File: src/rtl/rpm_pkg.sv
package rpm_pkg;

    localparam int PAGE_W     = 5;
    localparam int LOW_PAGE_W = 3;
    localparam int CFG_W      = 5;

    typedef struct packed {
        logic              lo_off;
        logic              hi_off;
        logic [7:0]        upper;
        logic [CFG_W-1:0]  low_cfg;
    } map_regs_t;

    // Upper select to physical page: direct above 127, fixed below,
    // with an alternate fixed page when the select hits the disk code.
    function automatic logic [PAGE_W-1:0] upper_phys(input logic [7:0] sel,
                                                     input logic       disk_alt);
        logic [7:0] dcode;
        dcode = disk_alt ? 8'd7 : 8'd0;
        if (sel[7])
            return sel[PAGE_W-1:0];
        else if (sel == dcode)
            return PAGE_W'(3);
        else
            return PAGE_W'(1);
    endfunction

endpackage

File: src/rtl/rpm_unlock.sv
module rpm_unlock #(
    parameter int                  KEY_LEN = 4,
    parameter logic [8*KEY_LEN-1:0] KEY    = 32'hFF00_A55A
) (
    input  logic       clk,
    input  logic       rst_n,
    input  logic       key_wr,
    input  logic [7:0] key_byte,
    output logic       unlocked
);
    localparam int IW = (KEY_LEN > 2) ? $clog2(KEY_LEN) : 1;
    localparam logic [IW-1:0] LAST = IW'(KEY_LEN - 1);

    typedef struct packed {
        logic          open;
        logic [IW-1:0] idx;
    } st_t;

    st_t st_d, st_q;

    function automatic logic [7:0] key_at(input int i);
        return KEY[8*(KEY_LEN-1-i) +: 8];
    endfunction

    always_comb begin
        st_d = st_q;
        if (key_wr && !st_q.open) begin
            if (key_byte == key_at(int'(st_q.idx))) begin
                if (st_q.idx == LAST) begin
                    st_d.open = 1'b1;
                    st_d.idx  = '0;
                end else begin
                    st_d.idx = st_q.idx + IW'(1);
                end
            end else if (key_byte == key_at(0)) begin
                st_d.idx = IW'(1);
            end else begin
                st_d.idx = '0;
            end
        end
    end

    always_ff @(posedge clk) begin
        if (!rst_n) st_q <= '0;
        else        st_q <= st_d;
    end

    assign unlocked = st_q.open;

endmodule

File: src/rtl/rpm_regs.sv
module rpm_regs
    import rpm_pkg::*;
#(
    parameter logic [7:0] MODE_PORT  = 8'h7F,
    parameter logic [7:0] UPPER_PORT = 8'hDF
) (
    input  logic       clk,
    input  logic       rst_n,
    input  logic       io_wr,
    input  logic [7:0] port_hi,
    input  logic [7:0] wdata,
    input  logic       unlocked,
    output map_regs_t  regs
);
    map_regs_t regs_d, regs_q;

    always_comb begin
        regs_d = regs_q;
        if (io_wr) begin
            if (port_hi == UPPER_PORT)
                regs_d.upper = wdata;
            if (port_hi == MODE_PORT) begin
                if (unlocked && wdata[7:5] == 3'b101) begin
                    regs_d.low_cfg = wdata[CFG_W-1:0];
                end else if (wdata[7:6] == 2'b10) begin
                    regs_d.hi_off = wdata[3];
                    regs_d.lo_off = wdata[2];
                end
            end
        end
    end

    always_ff @(posedge clk) begin
        if (!rst_n) regs_q <= '0;
        else        regs_q <= regs_d;
    end

    assign regs = regs_q;

endmodule

File: src/rtl/rpm_decode.sv
module rpm_decode
    import rpm_pkg::*;
(
    input  logic [1:0]        region,
    input  logic              mem_wr,
    input  map_regs_t         regs,
    input  logic              unlocked,
    input  logic              ext_rom_dis,
    input  logic              disk_alt,
    output logic              rom_sel,
    output logic [PAGE_W-1:0] rom_page,
    output logic              reg_page_sel,
    output logic              ram_we
);
    logic [1:0]            place;
    logic [LOW_PAGE_W-1:0] lo_pg;
    logic                  reg_on, lo_hit, hi_hit;

    always_comb begin
        reg_on = unlocked && (regs.low_cfg[4:3] == 2'b11);
        place  = (unlocked && !reg_on) ? regs.low_cfg[4:3] : 2'b00;
        lo_pg  = unlocked ? regs.low_cfg[LOW_PAGE_W-1:0] : '0;
        lo_hit = (region == place) && !regs.lo_off && !ext_rom_dis;
        hi_hit = (region == 2'b11) && !regs.hi_off && !ext_rom_dis;

        reg_page_sel = reg_on && (region == 2'b01);
        rom_sel      = lo_hit || hi_hit;
        if (lo_hit)
            rom_page = PAGE_W'(lo_pg);
        else if (hi_hit)
            rom_page = upper_phys(regs.upper, disk_alt);
        else
            rom_page = '0;
        ram_we = mem_wr && !reg_page_sel;
    end

endmodule

File: src/rtl/rom_page_mapper.sv
module rom_page_mapper
    import rpm_pkg::*;
#(
    parameter logic [7:0]            MODE_PORT  = 8'h7F,
    parameter logic [7:0]            UPPER_PORT = 8'hDF,
    parameter logic [7:0]            KEY_PORT   = 8'hBC,
    parameter int                    KEY_LEN    = 4,
    parameter logic [8*KEY_LEN-1:0]  KEY        = 32'hFF00_A55A
) (
    input  logic        clk,
    input  logic        rst_n,
    input  logic [15:0] cpu_addr,
    input  logic        io_wr,
    input  logic        mem_wr,
    input  logic [7:0]  cpu_data,
    input  logic        ext_rom_dis,
    input  logic        disk_alt,
    output logic        rom_sel,
    output logic [4:0]  rom_page,
    output logic        reg_page_sel,
    output logic        ram_we
);
    logic      unlocked;
    logic      key_wr;
    map_regs_t map_q;

    assign key_wr = io_wr && (cpu_addr[15:8] == KEY_PORT);

    rpm_unlock #(.KEY_LEN(KEY_LEN), .KEY(KEY)) u_unlock (
        .clk      (clk),
        .rst_n    (rst_n),
        .key_wr   (key_wr),
        .key_byte (cpu_data),
        .unlocked (unlocked)
    );

    rpm_regs #(.MODE_PORT(MODE_PORT), .UPPER_PORT(UPPER_PORT)) u_regs (
        .clk      (clk),
        .rst_n    (rst_n),
        .io_wr    (io_wr),
        .port_hi  (cpu_addr[15:8]),
        .wdata    (cpu_data),
        .unlocked (unlocked),
        .regs     (map_q)
    );

    rpm_decode u_decode (
        .region       (cpu_addr[15:14]),
        .mem_wr       (mem_wr),
        .regs         (map_q),
        .unlocked     (unlocked),
        .ext_rom_dis  (ext_rom_dis),
        .disk_alt     (disk_alt),
        .rom_sel      (rom_sel),
        .rom_page     (rom_page),
        .reg_page_sel (reg_page_sel),
        .ram_we       (ram_we)
    );

endmodule

File: config.mk
export PLATFORM = sky130hd
export DESIGN_NAME = rom_page_mapper
export DESIGN_NICKNAME = d
export VERILOG_FILES = /design/src/rtl/rpm_pkg.sv /design/src/rtl/rpm_unlock.sv /design/src/rtl/rpm_regs.sv /design/src/rtl/rpm_decode.sv /design/src/rtl/rom_page_mapper.sv
export SDC_FILE = /design/constraint.sdc
export NUM_CORES = 1
export LEC_CHECK = 0
export BUFFER_PORTS_ARGS = -buffer_cell sky130_fd_sc_hd__buf_2
export CORE_MARGIN = 2
export CORE_UTILIZATION = 48
export CTS_CLUSTER_SIZE = 10
export DETAILED_ROUTE_END_ITERATION = 10
export HOLD_SLACK_MARGIN = 0.03
export PLACE_DENSITY_LB_ADDON = 0.05
export SETUP_SLACK_MARGIN = 0.2
export SLEW_MARGIN = 20
export SYNTH_ARGS = -nofsm -noshare
export SYNTH_HDL_FRONTEND = slang
export SYNTH_SLANG_ARGS = --single-unit
File: constraint.sdc
create_clock -name clk -period 2.2 [get_ports clk]
set_clock_uncertainty 0.1 [all_clocks]
set_input_delay 0.33 -clock clk [delete_from_list [all_inputs] [get_ports clk]]
set_output_delay 0.33 -clock clk [all_outputs]
set_load 0.02 [all_outputs]
==> reports/metrics.yaml <==
port_buffers: 29
fin_ws_ns: 0.133
ioPinCount: 38
hold_end: "u_regs.regs[4]"
antenna_found_initial: 0
hold_path_class: "in -> reg"
fin_nets: 197
die_x_um: 50.8
worst_pin_slew_ns: 0.622
htree_levels: 1
r2r_slack_ns: 0.50
syn_to_final_growth_pct: 28.2
grt_usage_pct: 22.9
vias: 1087
synth_cells: 126
gp_congestion: 0.784
wirelength_um: 2690
antenna_cells: 0
ir_drop_uv: 373
slowest_delay_ns: 0.38
postCtsHoldBufs: 0
cp_slowest_cell: "dfxtp_4"
antenna_left: 0
final_cells: 190
critPathTopFamily: "compound AO/OA/AOI/OAI gates"
worstSetupEndpointType: "primary output"
synth-edff-count: 0
max_freq_ghz: 0.484
status: "finished clean"
ff2ff_path_depth: 5
setup_tns_ns: 0
viasPerCell: 5.72
die_area_sq_um: 2580
final_max_slew_viol_count: 0
synth.avg_cell_area_sq_um: 8.34
cts-root-buf: "clkbuf_4"
worstPathMaxFanout: 5
arrival_ns: 1.64
synth_adder_area_share_pct: 3.57
powerDensity_nw_per_um2: 455
clk_pin_slew_ns: 0.10
clock_sinks: 18
final-hold-violation-count: 0
synth_seq_cells: 18
drive_gt1_share_pct: 31.9
drc: 0
path_cells: "nor2b_4, a311oi_2, nand2_1, o32ai_1, buf_2"
synth-xor-area-share_pct: 0
place_ws_ns: 0.242
detail_route.iter0.violations: 26
clk_latency_ns: 0.30
ys_async_sr_fraction_pct: 0
finalPower_mw: 0.614
cp.required_ns: 1.77
synthFlopType: "dfxtp_1"
finalCritPeriodShare_pct: 93.9
fillCellCount: 192
grt_pass1_vias: 994
start_kind: "flip-flop"
rsz0062_at_grt: "true"
cts_buffers: 3
grt_pass1_wl_um: 4570
synth_top_area_share_pct: 34.3
cts_tree: "yes"
cts_buffer_depth: 2
die_h_um: 50.8
critPathBufInv: 1
rows: 16
coreArea_sq_um: 2020
synth-compound-area-share_pct: 18.2
drt-wirelength-per-cell_um: 14.2
synth.area.top_cells: "dfxtp_1 34%, mux2i_1 7.6%, nand3_1 5.2%"
grt-ovfl-total: 0
yosysSeqAreaShare_pct: 34.3
hp-start: "cpu_data[4]"
hpwl_um: 1940
grt_max_degree: 19
synth-simple-area-share_pct: 29.8
fin_crit_ns: 2.07
synth_top_area_cell: "dfxtp_1"
path_class: "reg -> out"
synth_nets: 159
synthMuxAreaShare_pct: 10.2
synth_area_sq_um: 1050
yosysUniqueCellTypes: 37
start_util_pct: 52.0
rr_startpoint: "u_unlock.st_q[0]"
whs_path_depth: 3
synth_top_family_by_area: "simple AND/OR/NAND/NOR gates"
setup_violations: 0
relSlewSlack_pct: 58.2
dr.pass1.iters: 4
ys_warn_count: 0
max_cap_violations: 0
r2r-end: "u_unlock.st_q[0]"
dpl.cell_count: 182
leakage_nw: 0.505
## cells by family (layout without fill, tap and decap cells)
| family | Yosys count | in the layout |
|---|---|---|
| AO/OA/AOI/OAI | 31 | 31 |
| multiplexers | 10 | 10 |
| buffers and inverters | 11 | 48 |
| AND/OR/NAND/NOR | 53 | 53 |
| flip-flops | 18 | 18 |
| adder cells (fa/ha/maj) | 3 | 3 |
## what timing repair did
item	4_1_cts	5_1_grt
pin swaps	3	3
resized for setup	7	7
setup buffers	4	0
endpoints found under the setup margin	4	4
endpoints found under the hold margin	0	0
## worst min-delay path: stages
cell	delay (ns)
buf_2	0.12
nand3_1	0.06
a21oi_1	0.05
## cell type report
class	instances	area [sq um]	share of cell area, %
timing repair buffer	36	204	15.1
tap	27	33.8	2.51
clock buffer	4	36.3	2.69
sequential	18	369	27.4
inverter	8	30.0	2.23
multi-input combinational	97	674	50.0
## synthesized netlist by cell type (all sizes together) (2+ instances only)
cell    instances
a21oi          10
and3            2
mux2i          10
o31ai           2
o21ai          10
nor2           12
or4             3
nand4           4
nor2b           3
nand2           5
nand2b          2
a311oi          2
dfxtp          18
clkbuf          3
inv             7
nor4            5
nand3          11
ha              3
## cells in the final DEF, fill, tap and decap left out, types with 4 or more instances in the layout
cell type and count:
a21oi_1 10, buf_2 28, buf_4 7, dfxtp_1 15
inv_1 7, mux2i_1 8, nand2_1 4, nand3_1 11
nand4_1 4, nor2_1 12, o21ai_1 8
## state kept, by name, summed over array words and instances (netlist names)
register	cells
u_unlock.st_q	2
u_regs.regs	15
u_unlock.unlocked	1
## how the worst max path moves through the flow
stage,startpoint,slack [ns],depth (start not counted),to
finish,u_regs.regs[4],0.13,5,rom_page[1]
global route,u_regs.regs[4],0.07,5,rom_page[0]
CTS,u_regs.regs[4],0.13,5,rom_page[0]
detailed placement,cpu_addr[15],0.24,6,rom_page[1]
global placement,cpu_addr[15],0.27,6,rom_page[1]
floorplan,u_regs.regs[4],0.29,4,rom_page[1]
## per-layer routing
layer | track usage (%) | vias to the layer above | routed length (um)
met2 | 36.8 | 24 | 1310
li1 | - | 549 | -
met3 | 2.98 | 5 | 119
met4 | 6.76 | 0 | 37
met1 | 31.9 | 509 | 1220
met5 | 0 | - | 0
## power by group
part           internal (mW)  total (mW)  switching [mW]
Combinational         0.0335      0.0778          0.0443
Clock                  0.101       0.212           0.111
Sequential             0.323       0.324        0.000204
## metrics by stage
step	area [sq um]	hold slack (ns)	util (%)
finish	1350	0.191	66.6
global route	1350	0.182	66.6
CTS	1330	0.186	65.7
detailed placement	1240	0.374	61.4
global placement	1240	0.373	61.4
floorplan	1050	0.358	-
No activity file was read; power rests on OpenSTA's default activity.
